<file path="src/rtl/dcnt_pkg.sv">
package dcnt_pkg;

    typedef enum logic [1:0] {
        OP_HOLD  = 2'd0,
        OP_CLEAR = 2'd1,
        OP_PRESET = 2'd2,
        OP_DEC   = 2'd3
    } dcnt_op_e;

    typedef struct packed {
        logic lvl;
        logic rose;
        logic fell;
    } edge_info_t;

    function automatic dcnt_op_e pick_op(input logic clr, input logic ld, input logic step);
        if (clr)       return OP_CLEAR;
        else if (ld)   return OP_PRESET;
        else if (step) return OP_DEC;
        else           return OP_HOLD;
    endfunction

    // rise pin counts on rising edge when the fall pin is low;
    // fall pin counts on falling edge when the rise pin is high.
    function automatic logic want_step(input edge_info_t r, input edge_info_t f);
        return (r.rose && !f.lvl) || (f.fell && r.lvl);
    endfunction

endpackage

</file>
<file path="src/rtl/dcnt_sync_edge.sv">
module dcnt_sync_edge #(
    parameter int STAGES = 2
) (
    input  logic                   clk,
    input  logic                   din,
    output dcnt_pkg::edge_info_t   info
);
    localparam int S = (STAGES < 2) ? 2 : STAGES;

    logic [S-1:0] chain;
    logic         prev;

    always_ff @(posedge clk) begin
        chain <= {chain[S-2:0], din};
        prev  <= chain[S-1];
    end

    always_comb begin
        info.lvl  = chain[S-1];
        info.rose = chain[S-1] && !prev;
        info.fell = !chain[S-1] && prev;
    end
endmodule

</file>
<file path="src/rtl/dcnt_core.sv">
module dcnt_core #(
    parameter int W = 4
) (
    input  logic         clk,
    input  dcnt_pkg::dcnt_op_e op,
    input  logic [W-1:0] pdata,
    output logic [W-1:0] count
);
    import dcnt_pkg::*;

    localparam logic [W-1:0] ONE = W'(1);

    always_ff @(posedge clk) begin
        unique case (op)
            OP_CLEAR:  count <= '0;
            OP_PRESET: count <= pdata;
            OP_DEC:    count <= count - ONE;
            default:   count <= count;
        endcase
    end
endmodule

</file>
<file path="src/rtl/dcnt_tc.sv">
module dcnt_tc #(
    parameter int W = 4
) (
    input  logic [W-1:0] count,
    input  logic         cflag,
    input  logic         load,
    output logic         tc
);
    always_comb tc = (count == '0) && cflag && !load;
endmodule

</file>
<file path="src/rtl/dcnt_top.sv">
module dcnt_top #(
    parameter int W           = 4,
    parameter int SYNC_STAGES = 2
) (
    input  logic         clk,
    input  logic         rst,
    input  logic         load,
    input  logic [W-1:0] pdata,
    input  logic         cflag,
    input  logic         tick_rise,
    input  logic         tick_fall,
    output logic [W-1:0] count,
    output logic         tc
);
    import dcnt_pkg::*;

    localparam int NPINS = 2;

    logic [NPINS-1:0] pins;
    edge_info_t       pin_info [NPINS];
    logic             step;
    dcnt_op_e         op;

    assign pins = {tick_fall, tick_rise};

    for (genvar gi = 0; gi < NPINS; gi++) begin : g_sync
        dcnt_sync_edge #(.STAGES(SYNC_STAGES)) u_se (
            .clk  (clk),
            .din  (pins[gi]),
            .info (pin_info[gi])
        );
    end

    always_comb begin
        step = want_step(pin_info[0], pin_info[1]);
        op   = pick_op(rst, load, step);
    end

    dcnt_core #(.W(W)) u_core (
        .clk   (clk),
        .op    (op),
        .pdata (pdata),
        .count (count)
    );

    dcnt_tc #(.W(W)) u_tc (
        .count (count),
        .cflag (cflag),
        .load  (load),
        .tc    (tc)
    );
endmodule

</file>
<file path="config.mk">
export PLATFORM = sky130hd
export DESIGN_NAME = dcnt_top
export DESIGN_NICKNAME = d
export VERILOG_FILES = /design/src/rtl/dcnt_pkg.sv /design/src/rtl/dcnt_sync_edge.sv /design/src/rtl/dcnt_core.sv /design/src/rtl/dcnt_tc.sv /design/src/rtl/dcnt_top.sv
export SDC_FILE = /design/constraint.sdc
export NUM_CORES = 1
export LEC_CHECK = 0
export BUFFER_PORTS_ARGS = -buffer_cell sky130_fd_sc_hd__clkbuf_2
export CAP_MARGIN = 20
export CORE_AREA = 2 2 39 41
export CTS_CLUSTER_SIZE = 12
export DETAILED_ROUTE_END_ITERATION = 8
export DIE_AREA = 0 0 41 43
export GPL_TIMING_DRIVEN = 0
export PLACE_DENSITY_LB_ADDON = 0.05
export SLEW_MARGIN = 20
export SYNTH_ARGS = -nofsm -noshare
export SYNTH_HDL_FRONTEND = slang
export SYNTH_HIERARCHICAL = 1
export SYNTH_SLANG_ARGS = --single-unit
</file>
<file path="constraint.sdc">
create_clock -name clk -period 1.75 [get_ports clk]
set_clock_uncertainty 0.2 [all_clocks]
set_input_delay 0.2625 -clock clk [delete_from_list [all_inputs] [get_ports clk]]
set_output_delay 0.2625 -clock clk [all_outputs]
set_load 0.01 [all_outputs]
</file>
### Word-level counts from Yosys, hierarchy flattened

Cells that the tools add are included.
W data, S select, Z words.

* bits in registers: 10
* output and inout bits: 5

* reduce and logical (&&, ||, !) cells: 12
* eq/ne operators: 3
* add/subtract/negate cells: 1
* multiplexer cells: 4

Operators with widths (number)
* $pmux W4 S3: 1
* $logic_and A1 B1 Y1: 6
* $mux W2: 3
* $eq A2 B2 Y1 const B: 2
* $logic_not A4 Y1: 1
* $sub A4 B1 Y4 const B: 1
* $logic_not A1 Y1: 3
* $reduce_bool A3 Y1: 1
* $eq A2 B1 Y1 const B: 1
* $logic_or A1 B1 Y1: 1

### Longest topological paths before layout

Gate-level depths: netlist of run 1.

* word-level depth: 9
* gate-level depth with buffers: 7
* mapped depth without buffers: 5

### By module

Netlist of run 1, hierarchy kept.

By module, submodules not included
* dcnt_core: seq. area each 120.1 sq um, cells each 22, times used 1, area each 229.0 sq um
* dcnt_sync_edge: seq. area each 60.1 sq um, cells each 6, times used 2, area each 82.6 sq um
* dcnt_top: seq. area each 0.0 sq um, cells each 5, times used 1, area each 32.5 sq um
* dcnt_tc: seq. area each 0.0 sq um, cells each 2, times used 1, area each 20.0 sq um

### Least setup slack after synthesis of run 1

OpenSTA, ideal clock, no wires.

* path type: reg2reg
* start point: register g_sync[1].u_se.chain[1]
* end point: register u_core.count[0], enable pin
* arrival time: 1.261 ns
* stages on the path, launching flop included: 6
* path slack: 0.029 ns
* clock period less this slack: 1.721 ns
* library setup time: 0.260 ns
* buffers on the path: 1
* cell sequence: dfxtp_1 and2b_2 a22oi_2 o21bai_1 clkbuf_1 or2_2

RTL lines
* start, declared: line dcnt_sync_edge.sv:10 `logic [S-1:0] chain;`
* start signal, assigned: line dcnt_sync_edge.sv:14 `chain <= {chain[S-2:0], din};`
* end signal, assigned: line dcnt_core.sv:16 `OP_PRESET: count <= pdata;`
* end signal, assigned: line dcnt_core.sv:17 `OP_DEC: count <= count - ONE;`
* end signal, assigned: line dcnt_core.sv:18 `default: count <= count;`
* end, declared: line dcnt_core.sv:7 `output logic [W-1:0] count`

### Worst setup path after layout of run 1

* start point: register u_core.count[3]
* end point: output tc

* cells in the longest elaborated chain, start to end: 3

Ends and longest elaborated chain
* $logic_not A4 Y1: line dcnt_tc.sv:9 `always_comb tc = (count == '0) && cflag && !load;`
* $logic_and A1 B1 Y1 (2 in series): line dcnt_tc.sv:9
* end, declared: line dcnt_top.sv:13 `output logic tc`

Every way passes these cells.

==> results of run 1 <==
## worst min-delay path by stage
stage,start,endpoint,slack (ps),cells after the start
2_1_floorplan,tick_rise,g_sync[0].u_se/chain[0],90,0
3_3_place_gp,g_sync[1].u_se/chain[0],g_sync[1].u_se/chain[1],110,0
3_5_place_dp,g_sync[0].u_se/chain[0],g_sync[0].u_se/chain[1],110,0
4_1_cts,g_sync[0].u_se/chain[0],g_sync[0].u_se/chain[1],130,0
5_1_grt,g_sync[0].u_se/chain[0],g_sync[0].u_se/chain[1],140,0
6_report,g_sync[0].u_se/chain[0],g_sync[0].u_se/chain[1],130,0
## cells in the final DEF (no fill, tap or decap)
master         instances
or4_1                  1
o21bai_2               1
a31oi_1                1
buf_2                  1
nor2b_1                1
a22oi_2                1
xnor2_1                1
buf_4                  4
nand2b_1               2
or2_4                  1
o31ai_1                1
ha_1                   1
nor2_1                 2
dlygate4sd3_1          2
a21oi_1                2
nor3_2                 1
a211oi_1               2
edfxtp_1               4
clkbuf_4               3
dfxtp_1                6
clkbuf_8               1
inv_1                  5
o21ai_0                1
or4b_4                 1
and2b_2                1
clkbuf_2              13
## power breakdown
group	leakage [nW]	internal [W]	switching (W)
clock network	0.0210	0.000126	0.0000755
registers	0.0938	0.000263	0.0000134
logic	0.164	0.0000524	0.0000437
total	0.279	0.000442	0.000133
## stage by stage
| stage | util | setup TNS, ps | cell area [um2] |
|---|---|---|---|
| 2_1_floorplan | - | 0 | 431.7 |
| 3_3_place_gp | 0.3770 | -228.5 | 521.8 |
| 3_5_place_dp | 0.3770 | -371.5 | 521.8 |
| 4_1_cts | 0.4331 | -185.9 | 599.3 |
| 5_1_grt | 0.4331 | -222.6 | 599.3 |
| 6_report | 0.4331 | -161.5 | 599.3 |
## critical path, cell delays in order (launching register included)
cell and delay [ps]:
edfxtp_1 410, or4b_4 530, nor3_2 110, buf_2 150
## flip-flops by register name, summed over array words and instances (netlist names)
signal	flops
g_sync.u_se/prev	2
u_core/count	4
g_sync.u_se/chain	4
## layout make-up
class / count / area (um2) / share of cell area
buffer: 2 / 15.01 / 0.02505
timing repair buffer: 18 / 105.1 / 0.1754
multi-input combinational: 21 / 163.9 / 0.2735
tap: 16 / 20.02 / 0.03340
inverter: 5 / 18.77 / 0.03132
clock buffer: 4 / 36.28 / 0.06054
sequential: 10 / 240.2 / 0.4008
## per-layer routing
layer | share of wire | global-route usage | vias to the layer above | wire, um
met3 | 0.077 | 0.05236 | 2 | 63
met4 | 0.012 | 0.08000 | 0 | 10
met5 | 0 | 0 | - | 0
met1 | 0.42 | 0.1325 | 167 | 341
li1 | - | - | 178 | -
met2 | 0.49 | 0.1750 | 11 | 405
## timing repair
| action | CTS | global route |
|---|---|---|
| hold endpoints to repair | 2 | 0 |
| buffers inserted | 2 | 0 |
| pin swaps | 0 | 0 |
| hold buffers | 2 | 0 |
| setup endpoints to repair | 5 | 1 |
| gates resized for setup | 3 | 1 |
==> out/qor.yml, run 1 <==
outcome:
  outcome: "complete, but fails checks"
  violations: "negative setup slack"
clock_network:
  root_buffer: "clkbuf_4"
  cts_tree: "built"
  clk_path_buf_depth: 2
  clkSinkCount: 10
  path_clk_slew_ps: 70
  cts_max_level: 1
  cts_buffers: 3
  insertion_delay_ps: 260
cells_and_area:
  syn_to_final_growth_pct: 38.84
  final_cell_count_no_fill: 76
  n_fill_cell: 148
  final_layout_size_suffix_gt1_frac: 0.4667
  n_antenna_cell: 0
  nets: 72
floorplan:
  die_w_um: 41
  start_util: 0.3119
  row_count: 14
  die_h_um: 43
  core_area_mm2: 0.001384
  dieArea_mm2: 0.001763
  io_pins: 15
route:
  drtIter0Drc: 4
  drtAntennaViolNets: 0
  routed_wl_um: 821
  num_vias: 358
  first_pass_iters: 3
  drc: 0
  wl_per_cell_um: 10.80
  routed_via_density: 4.711
yosys:
  syn_avg_cell_area_um2: 11.07
  syn-cell-area_um2: 431.7
  synthCells: 39
  synth_nets: 50
  ys_warn_count: 6
worst_setup_path:
  critical_path_class: "flop to output pin"
  cp.required_ps: 1290
  cp-startpoint: "u_core/count[3]"
  rr_startpoint: "g_sync[1].u_se/chain[1]"
  cp_max_fo: 2
  r2r_end: "u_core/count[1]"
  r2r_setup_slack_ps: 90
  cp-start-kind: "flop"
  cp-end-kind: "output pin"
  ff2ff_path_depth: 4
  critPathArrivalTime_ps: 1450
  endpoint: "tc"
power:
  ir_worst_vdd_mv: 0.3830
  pwr_density_cell_mw_per_mm2: 958.7
  power_leakage_nw: 0.2792
  p_total_w: 0.0005746
timing:
  worstMarginPinSlew_ps: 349.0
  setup_viol: 1
  hold-worst-slack_ps: 126.6
  min_period_ps: 1911
  slew_viol_final: 0
  fmax_ghz: 0.5232
  finalCritPeriodShare: 1.092
  max_slew_margin: 0.7672
  hold_violations: 0
  rsz0062_at_grt: "yes"
  worst_slack_ps: -161.5
hold_path:
  hold_class: "flop to flop"
grt:
  antenna_found_initial: 0
  grt_pass1_vias: 356
  gr-total-overflow: 0
  grt_max_degree: 10
  grt_pass1_wl_um: 1386
  grt_use_total: 0.1196
placed_design:
  placed_cells: 69
  dp_hpwl_um: 637.2
  place.gp.congestion: 0.6745
  pre_cts_slack_ps: -92.94
  io_buffers: 14
flow_run:
  maxCapViolations: 0
Note: power is estimated with default switching activity, not from simulation.
==> run 2: changes to the inputs <==
- CORE_AREA: 2 2 39 41 -> 3 3 40 42
- DIE_AREA: 0 0 41 43 -> 0 0 43 45
- PLACE_DENSITY_LB_ADDON: 0.05 -> unset
==> run 2 against run 1 <==
The flow still finishes with violations (negative setup slack). Sequential share of layout area shrank 0.25 points. Clock power down 2%. Die area increased by 9.8%. Register-to-register slack got worse by 20 ps. Power fell by 0.77%. Non-clock buffer count stayed put. Global-route usage decreased by 3.4 points. Core utilization grew 3.6 points. First-iteration DRC count grew 25%. Sequential power about the same. Fmax up 1.6%. Critical endpoint unchanged. Highest routed layer is now met3.
==> out/qor.yml, run 2 (synthesized netlist as in run 1, its figures left out) <==
floorplan:
  die_h_um: 45  # +4.7%
  dieArea_mm2: 0.001935  # +9.8%
  core_area_mm2: 0.001285  # -7.1%
  start_util: 0.3359  # +0.02400
  die_w_um: 43  # +4.9%
  row_count: 13  # -1
  io_pins: 15  # unchanged
power:
  ir_worst_vdd_mv: 0.4721  # +23%
  p_total_w: 0.0005701  # -0.77%
  pwr_density_cell_mw_per_mm2: 945.4  # -1.4%
  power_leakage_nw: 0.2795  # +0.11%
route:
  drc: 0  # unchanged
  wl_per_cell_um: 9.893  # -8.4%
  drtIter0Drc: 5  # +1
  routed_wl_um: 742  # -9.6%
  first_pass_iters: 4  # +1
  num_vias: 333  # -7.0%
  drtAntennaViolNets: 0  # unchanged
  routed_via_density: 4.440  # -5.7%
timing:
  hold-worst-slack_ps: 132.1  # +5.493 ps
  setup_viol: 1  # unchanged
  rsz0062_at_grt: "yes"
  finalCritPeriodShare: 1.075  # -0.01761
  fmax_ghz: 0.5317  # +1.6%
  max_slew_margin: 0.8513  # +0.08419
  slew_viol_final: 0  # unchanged
  min_period_ps: 1881  # -30.81 ps
  worstMarginPinSlew_ps: 222.4  # -126.6 ps
  hold_violations: 0  # unchanged
  tns_ps: -130.7  # +30.81 ps
  worst_slack_ps: -130.7  # +30.81 ps
clock_network:
  cts_max_level: 1  # unchanged
  cts_tree: "built"
  path_clk_slew_ps: 60  # about the same
  cts_buffers: 3  # unchanged
  insertion_delay_ps: 250  # about the same
  root_buffer: "clkbuf_4"
  clk_path_buf_depth: 2  # unchanged
  clkSinkCount: 10  # unchanged
placed_design:
  place.gp.congestion: 0.6835  # +1.3%
  dp_hpwl_um: 558.6  # -12%
  io_buffers: 14  # unchanged
  pre_cts_slack_ps: -73.43  # +19.50 ps
grt:
  grt_use_total: 0.08564  # -0.03391
  grt_pass1_wl_um: 1200  # -13%
  grt_pass1_vias: 306  # -14%
  gr-total-overflow: 0  # unchanged
  grt_max_degree: 10  # unchanged
  antenna_found_initial: 0  # unchanged
outcome:
  outcome: "complete, but fails checks"
  violations: "negative setup slack"
cells_and_area:
  postLayoutCoreUtil: 0.4693  # +0.03624
  final_layout_size_suffix_gt1_frac: 0.4667  # unchanged
  n_antenna_cell: 0  # unchanged
  reg.largest.list: "g_sync.u_se/chain x4, u_core/count x4, g_sync.u_se/prev x2"
  nets: 72  # unchanged
  syn_to_final_growth_pct: 39.71
  layout_commonest_cell: "clkbuf_2"
  final_cell_mix: "clkbuf_2 (13), dfxtp_1 (6), inv_1 (5)"
worst_setup_path:
  cp-start-kind: "flop"
  critPathArrivalTime_ps: 1420  # -30 ps
  cp.required_ps: 1290  # about the same
  r2r_setup_slack_ps: 70  # -20 ps
  critical_path_class: "flop to output pin"
  cp-end-kind: "output pin"
  cp_max_fo: 2  # unchanged
hold_path:
  hold_class: "flop to flop"
flow_run:
  maxCapViolations: 0  # unchanged
run 2: cell counts in the layout (fill, tap and decap cells not counted):
Identical to the previous run, type by type.
run 2: layer usage:
metal / track usage / up-vias / share of wire
met4: 0.09036 / 0 / 0
met3: 0.01594 / 0 / 0.084
li1: - / 176 / -
met1: 0.09877 / 146 / 0.44
met2: 0.1287 / 11 / 0.48
met5: 0 / - / 0
run 2: power breakdown:
group / total, W / leakage, nW / internal, W / switching, W
Combinational: 0.0000958 / 0.165 / 0.0000524 / 0.0000433
Clock: 0.000198 / 0.0210 / 0.000126 / 0.0000724
Sequential: 0.000276 / 0.0938 / 0.000263 / 0.0000126
Total: 0.000570 / 0.279 / 0.000442 / 0.000128
run 2: timing repair:
item                                    in CTS  in global routing
hold buffers                                 2                  0
setup buffers                                2                  0
pin swaps                                    0                  1
endpoints found under the setup margin       5                  6
resized for setup                            1                  3
endpoints found under the hold margin        2                  0
run 2: worst max-delay path, cell delays in order (launching register included):
cell and delay [ps]:
edfxtp_1 380, or4b_4 520, nor3_2 110, buf_2 150
run 2: final timing paths:
kind                        endpoint               startpoint  cells after the start
min          g_sync[1].u_se/chain[1]  g_sync[1].u_se/chain[0]                      0
min reg2reg  g_sync[1].u_se/chain[1]  g_sync[1].u_se/chain[0]                      0
max                               tc          u_core/count[3]                      3
max reg2reg          u_core/count[1]  g_sync[1].u_se/chain[1]                      4
run 2: stage by stage:
stage                     instances  instance area [um2]
after floorplan                  39                431.7
after global placement           68                520.5
after detailed placement         68                520.5
after CTS                        75                591.8
after global routing             75                603.1
final                            75                603.1
run 2: final cells by class:
type | count | area, um2
Sequential cell | 10 | 240.2
Inverter | 5 | 18.77
Tap cell | 15 | 18.77
Timing Repair Buffer | 18 | 105.1
Clock buffer | 4 | 36.28
Fill cell | 131 | 681.9
Buffer | 2 | 15.01
Multi-Input combinational cell | 21 | 168.9
